### config.mk
export PLATFORM = sky130hd
export DESIGN_NAME = hp_slot_regs
export DESIGN_NICKNAME = d
export VERILOG_FILES = /design/src/rtl/hp_slot_pkg.sv /design/src/rtl/hp_edge_det.sv /design/src/rtl/hp_w1c_bits.sv /design/src/rtl/hp_cmd_timer.sv /design/src/rtl/hp_slot_regs.sv
export SDC_FILE = /design/constraint.sdc
export NUM_CORES = 1
export LEC_CHECK = 0
export CELL_PAD_IN_SITES_DETAIL_PLACEMENT = 1
export CELL_PAD_IN_SITES_GLOBAL_PLACEMENT = 2
export CORE_MARGIN = 4
export CORE_UTILIZATION = 27
export DETAILED_ROUTE_END_ITERATION = 8
export PLACE_DENSITY = 0.86
export SLEW_MARGIN = 20
export SYNTH_ARGS = -nofsm -noshare
export SYNTH_HDL_FRONTEND = slang
export SYNTH_SLANG_ARGS = --single-unit
### constraint.sdc
create_clock -name clk_i -period 2 [get_ports clk_i]
set_input_delay 0.5 -clock clk_i [delete_from_list [all_inputs] [get_ports clk_i]]
set_output_delay 0.5 -clock clk_i [all_outputs]
set_load 0.01 [all_outputs]
### src/rtl/hp_slot_pkg.sv
package hp_slot_pkg;
  localparam int REG_W     = 16;
  localparam int CTRL_BITS = 11;
  localparam int NUM_CHG   = 4;
  localparam int NUM_ST    = NUM_CHG + 1;

  // status event positions
  localparam int ST_BTN = 0;
  localparam int ST_PF  = 1;
  localparam int ST_LAT = 2;
  localparam int ST_PRS = 3;
  localparam int ST_CC  = 4;

  // control positions
  localparam int C_CC_IE  = 4;
  localparam int C_HP_IE  = 5;
  localparam int C_ATTN   = 6;
  localparam int C_PIND   = 8;
  localparam int C_PWR    = 10;
  localparam int C_EMI    = 11;

  typedef enum logic [1:0] {
    IND_RSVD  = 2'b00,
    IND_ON    = 2'b01,
    IND_BLINK = 2'b10,
    IND_OFF   = 2'b11
  } ind_e;

  localparam logic [CTRL_BITS-1:0] CTRL_RST =
    CTRL_BITS'({1'b1, IND_OFF, IND_OFF, 6'b0});
endpackage

### src/rtl/hp_edge_det.sv
module hp_edge_det #(
  parameter int W = 4,
  parameter logic [W-1:0] RISE_ONLY = '0
) (
  input  logic         clk_i,
  input  logic         rst_ni,
  input  logic [W-1:0] sig_i,
  output logic [W-1:0] chg_o
);
  logic [W-1:0] prev_q;
  logic         armed_q;

  // first edge after reset only captures the inputs
  always_ff @(posedge clk_i or negedge rst_ni) begin
    if (!rst_ni) begin
      prev_q  <= '0;
      armed_q <= 1'b0;
    end else begin
      prev_q  <= sig_i;
      armed_q <= 1'b1;
    end
  end

  for (genvar g = 0; g < W; g++) begin : g_bit
    if (RISE_ONLY[g]) begin : g_rise
      assign chg_o[g] = armed_q & sig_i[g] & ~prev_q[g];
    end else begin : g_any
      assign chg_o[g] = armed_q & (sig_i[g] ^ prev_q[g]);
    end

    AST_EDGE_STABLE: assert property (@(posedge clk_i) disable iff (!rst_ni)
      (armed_q && $stable(sig_i[g])) |-> !chg_o[g]);
  end
endmodule

### src/rtl/hp_w1c_bits.sv
module hp_w1c_bits #(
  parameter int W = 5
) (
  input  logic         clk_i,
  input  logic         rst_ni,
  input  logic [W-1:0] set_i,
  input  logic [W-1:0] clr_i,
  output logic [W-1:0] q_o
);
  logic [W-1:0] q_q;

  // set has priority so no event is lost
  always_ff @(posedge clk_i or negedge rst_ni) begin
    if (!rst_ni) q_q <= '0;
    else         q_q <= (q_q & ~clr_i) | set_i;
  end

  assign q_o = q_q;

  AST_SET_WINS: assert property (@(posedge clk_i) disable iff (!rst_ni)
    (|set_i) |=> ((q_o & $past(set_i)) == $past(set_i)));

  AST_CLR_ONLY_W1C: assert property (@(posedge clk_i) disable iff (!rst_ni)
    ((~q_o & $past(q_o) & ~$past(clr_i)) == '0));
endmodule

### src/rtl/hp_cmd_timer.sv
module hp_cmd_timer #(
  parameter int LAT = 16
) (
  input  logic clk_i,
  input  logic rst_ni,
  input  logic start_i,
  output logic done_o
);
  localparam int CW = $clog2(LAT + 1);

  logic [CW-1:0] cnt_q;

  always_ff @(posedge clk_i or negedge rst_ni) begin
    if (!rst_ni)                cnt_q <= '0;
    else if (start_i)           cnt_q <= CW'(LAT);
    else if (cnt_q != '0)       cnt_q <= cnt_q - CW'(1);
  end

  // a restart in the last cycle cancels the pending completion
  assign done_o = (cnt_q == CW'(1)) & ~start_i;

  AST_LOAD_ON_WRITE: assert property (@(posedge clk_i) disable iff (!rst_ni)
    start_i |=> (cnt_q == CW'(LAT)));

  AST_COUNT_DOWN: assert property (@(posedge clk_i) disable iff (!rst_ni)
    (!start_i && cnt_q != '0) |=> (cnt_q == $past(cnt_q) - CW'(1)));
endmodule

### src/rtl/hp_slot_regs.sv
module hp_slot_regs
  import hp_slot_pkg::*;
#(
  parameter int CMD_LAT = 16
) (
  input  logic        clk_i,
  input  logic        rst_ni,
  input  logic        reg_wr_i,
  input  logic        reg_sel_i,
  input  logic [1:0]  reg_be_i,
  input  logic [15:0] reg_wdata_i,
  output logic [15:0] reg_rdata_o,
  input  logic        btn_i,
  input  logic        pwr_fault_i,
  input  logic        latch_i,
  input  logic        prsnt_i,
  input  logic        emi_state_i,
  output logic        pwr_en_o,
  output logic [1:0]  attn_ind_o,
  output logic [1:0]  pwr_ind_o,
  output logic        emi_pulse_o,
  output logic        irq_o
);
  logic [CTRL_BITS-1:0] ctrl_q;
  logic                 emi_q;
  logic                 ctrl_wr, stat_wr;
  logic [NUM_CHG-1:0]   chg;
  logic                 cmd_done;
  logic [NUM_ST-1:0]    st_set, st_clr, st_q;
  logic                 unused_wdata;

  assign ctrl_wr = reg_wr_i & ~reg_sel_i & (|reg_be_i);
  assign stat_wr = reg_wr_i &  reg_sel_i & reg_be_i[0];
  assign unused_wdata = ^reg_wdata_i[15:12];

  always_ff @(posedge clk_i or negedge rst_ni) begin
    if (!rst_ni) begin
      ctrl_q <= CTRL_RST;
      emi_q  <= 1'b0;
    end else begin
      emi_q <= ctrl_wr & reg_be_i[1] & reg_wdata_i[C_EMI];
      if (ctrl_wr && reg_be_i[0]) ctrl_q[7:0]            <= reg_wdata_i[7:0];
      if (ctrl_wr && reg_be_i[1]) ctrl_q[CTRL_BITS-1:8]  <= reg_wdata_i[CTRL_BITS-1:8];
    end
  end

  hp_edge_det #(
    .W         (NUM_CHG),
    .RISE_ONLY (4'b0011)
  ) i_edge (
    .clk_i  (clk_i),
    .rst_ni (rst_ni),
    .sig_i  ({prsnt_i, latch_i, pwr_fault_i, btn_i}),
    .chg_o  (chg)
  );

  hp_cmd_timer #(
    .LAT (CMD_LAT)
  ) i_timer (
    .clk_i   (clk_i),
    .rst_ni  (rst_ni),
    .start_i (ctrl_wr),
    .done_o  (cmd_done)
  );

  assign st_set = {cmd_done, chg};
  assign st_clr = stat_wr ? reg_wdata_i[NUM_ST-1:0] : '0;

  hp_w1c_bits #(
    .W (NUM_ST)
  ) i_status (
    .clk_i  (clk_i),
    .rst_ni (rst_ni),
    .set_i  (st_set),
    .clr_i  (st_clr),
    .q_o    (st_q)
  );

  always_comb begin
    if (reg_sel_i)
      reg_rdata_o = {8'h00, emi_state_i, prsnt_i, latch_i, st_q};
    else
      reg_rdata_o = {{(REG_W-CTRL_BITS){1'b0}}, ctrl_q};
  end

  assign irq_o = ctrl_q[C_HP_IE] &
                 ((|(st_q[NUM_CHG-1:0] & ctrl_q[NUM_CHG-1:0])) |
                  (st_q[ST_CC] & ctrl_q[C_CC_IE]));

  assign pwr_en_o    = ~ctrl_q[C_PWR];
  assign attn_ind_o  = ctrl_q[C_ATTN+1:C_ATTN];
  assign pwr_ind_o   = ctrl_q[C_PIND+1:C_PIND];
  assign emi_pulse_o = emi_q;

  AST_CC_AFTER_DONE: assert property (@(posedge clk_i) disable iff (!rst_ni)
    cmd_done |=> st_q[ST_CC]);

  AST_CTRL_HOLD: assert property (@(posedge clk_i) disable iff (!rst_ni)
    !ctrl_wr |=> $stable(ctrl_q));

  AST_PWR_FOLLOWS_WRITE: assert property (@(posedge clk_i) disable iff (!rst_ni)
    (ctrl_wr && reg_be_i[1]) |=> (pwr_en_o == !$past(reg_wdata_i[C_PWR])));

  AST_IRQ_NEEDS_EVENT: assert property (@(posedge clk_i) disable iff (!rst_ni)
    irq_o |-> (ctrl_q[C_HP_IE] && st_q != '0));

  AST_EMI_FROM_WRITE: assert property (@(posedge clk_i) disable iff (!rst_ni)
    (ctrl_wr && reg_be_i[1] && reg_wdata_i[C_EMI]) |=> emi_pulse_o);
endmodule

==> metrics <==
critical path arrival=between 1 and 1.5 ns; Placement Cell Area=approximately 1800 sq um; dpl ws=-0.501 ns; Num CTS Buffers=3; DP Wirelength=about 2400 microns; Starting Density=approximately 29%; leakage power figure=just over 0.8 nW; largest net degree at the start of global routing=28; Hold Crit Class=reg2reg; drt initial violations=16; Remaining Overflow, GRT=0; Worst path max stage delay=roughly 0.4 ns; Crit path max-delay family=buffers and inverters; CP max FO=2; Remaining DRCs=0; WL final=3260 microns; Via density=approximately 4.7; RSZ-0062 raised after global routing=false; CP Buf/Inv Count=2; fmax=between 500 and 600 MHz; Final ANT Viol Nets=0; final hold vios=0; outcome=complete, no violations; maximum vdd drop=roughly 0.37 mV; fin crit share=between 90% and 100%; via count=965; startpoint class of the critical path=primary input; total number of yosys warnings=0; Worst Skew=about 0.0047 ns; min setup slack post-route=0.0440 ns; Vert. Die Dim=between 70 and 80 microns; clk root buf=clkbuf_8; crit path time final=just under 2 ns; #FFs+latches synth=27; Required @ worst endpoint=~1.5 ns; final core utilization=40.9%; ant diodes=0; commonest non-fill, non-tap cells in the layout=27 x clkdlybuf4s50_1, 22 x dfrtp_1, 20 x mux2_2, 10 x dlygate4sd2_1, 9 x nand2_1; hold buffers post-CTS=0; CP max-delay cell=clkdlybuf4s50_1; finished layout cell area=around 1800 sq um; sequential share of the synthesized area=52.8%; TritonCTS clock tree=done; power per cell area=slightly above 900 nW/um^2; clock buffer depth=2; nets=183; area delta synth->final=42.5%; Worst Path Class, Setup=in2out; antenna violations before repair=0; Die Footprint=5960 sq um; core area=about 4500 sq um; layout cells sized above 1=approximately 29%; I/O Buffers=40; clk slew on worst S/H paths=~0.090 ns; Core Rows=24; CP Capture Type=output port; number of global-route vias before repair=1075; CP cell instances=clkdlybuf4s50_1, mux2_2, dlygate4sd2_1; gr usage total=11.6%; first-pass GRT wire length=about 5600 microns; Max Cap Viol=0; GPL Wtd Cong=between 0.7 and 0.8; Mean Syn Cell Area=roughly 12 sq um; CTS Sinks=27; # IOs=50; Cell variety after synth=29; final setup fails=0; Pre-Repair DR Iteration Count=4; Mapped Area=1290 sq um; Horiz. Die Dim=77.2 microns; Post-Syn Instances=between 100 and 150; H-tree Lvls=1; commonest non-fill, non-tap cell in the layout=clkdlybuf4s50_1; DR WL/cell=around 16 microns; max-slew violation count=0; later-pin clock latency in the skew report=approximately 0.27 ns
-- worst reg2reg max path: cells and delay by family, from the launching register on --
family / cells / cell delay [ns]
buffers and inverters: 1 / 0.11
adder cells (fa/ha/maj): 1 / 0.21
AO/OA/AOI/OAI: 1 / 0.25
flip-flops: 1 / 0.42
AND/OR/NAND/NOR: 1 / 0.52
-- Yosys cell counts --
cell type	n	area share, %
o31ai_1	2	1.2
o21a_1	1	0.58
inv_1	3	0.87
a21oi_1	1	0.39
mux2_2	20	17
and3_1	2	0.97
buf_4	9	5.2
a21boi_0	1	0.58
a21o_1	1	0.58
dfrtp_1	22	43
a211oi_2	1	0.97
conb_1	2	0.58
ha_1	2	1.9
a22oi_1	1	0.58
nor3_1	1	0.39
nor2b_1	2	0.97
nand2_1	9	2.6
xnor2_1	1	0.68
o2bb2ai_1	3	2.0
nor2_1	5	1.5
a22o_1	2	1.4
dfstp_2	5	10
or4b_4	1	1.1
nand3b_1	2	1.2
buf_2	1	0.39
and2b_2	1	0.68
nand2_2	1	0.48
a222oi_1	1	0.77
xor2_1	2	1.4
-- flip-flops by register name, summed over array words and instances, names as in the netlist --
signal          cells
ctrl_q             11
i_timer.cnt_q       5
i_status.q_o        5
i_edge.prev_q       4
emi_pulse_o         1
i_edge.armed_q      1
-- cells by family (layout without fill, tap and decap cells) --
family,count (synthesis),count (layout),synth area share (%)
buf+inv,13,57,6.49
other cells,2,6,0.581
simple gates,24,24,9.78
fa+ha+maj,2,2,1.94
flops,27,27,52.8
xor+xnor,3,3,2.03
mux,20,20,17.4
compound gates,14,14,9.00
-- report_power, final --
| group | internal (mW) | leakage, nW | switching, mW | total, mW |
|---|---|---|---|---|
| Combinational | 0.346 | 0.473 | 0.235 | 0.581 |
| Sequential | 0.679 | 0.309 | 0.117 | 0.797 |
| Clock | 0.143 | 0.0228 | 0.168 | 0.310 |
| Total | 1.17 | 0.805 | 0.520 | 1.69 |
-- through the flow --
| step | setup TNS [ns] | total power [mW] | hold WS [ns] | std cells |
|---|---|---|---|---|
| 2_1_floorplan | 0 | 1.14 | 0.204 | 109 |
| 3_3_place_gp | -5.74 | 1.36 | 0.401 | 197 |
| 3_5_place_dp | -5.96 | 1.40 | 0.406 | 197 |
| 4_1_cts | 0 | 1.70 | 0.419 | 202 |
| 5_1_grt | 0 | 1.81 | 0.422 | 205 |
| 6_report | 0 | 1.69 | 0.415 | 205 |
-- path summary, 6_finish.rpt --
| kind | start | to | slack (ns) | depth (start not counted) |
|---|---|---|---|---|
| max | prsnt_i | reg_rdata_o[6] | 0.04 | 3 |
| min | i_edge.prev_q[1]$_DFF_PN0_ | i_status.q_o[1]$_DFF_PN0_ | 0.42 | 1 |
| max reg2reg | i_timer.cnt_q[1]$_DFFE_PN0P_ | i_timer.cnt_q[1]$_DFFE_PN0P_ | 0.41 | 4 |
| min reg2reg | i_edge.prev_q[1]$_DFF_PN0_ | i_status.q_o[1]$_DFF_PN0_ | 0.42 | 1 |
| max in group asynchronous | rst_ni | ctrl_q[6]$_DFFE_PN1P_ | 1.10 | 2 |
| min in group asynchronous | rst_ni | i_timer.cnt_q[0]$_DFFE_PN0P_ | 0.59 | 2 |
-- routing by layer --
layer  wire length, microns  global-route usage (%)  share of wire (%)  vias up
met1                   1360                    14.0                 42      490
met4                      4                    1.96               0.12        0
met2                   1760                    20.8                 54       27
li1                       -                       -                  -      446
met5                      0                       0                  0        -
met3                    134                    3.16                4.1        2
-- repair_timing --
item	CTS	global route
endpoints found under the hold margin	0	0
pin swaps	0	1
setup endpoints to repair	12	2
buffers inserted	0	3
resized for setup	18	2
gates cloned	1	0
-- area by class of cell --
type	count	area (sq um)
Inverter	3	11.3
Multi-Input combinational cell	69	542
Tap cell	52	65.1
Fill cell	503	2660
Clock buffer	4	45.0
Timing Repair Buffer	50	497
Sequential cell	27	682
No activity file was read; power rests on OpenSTA's default activity.
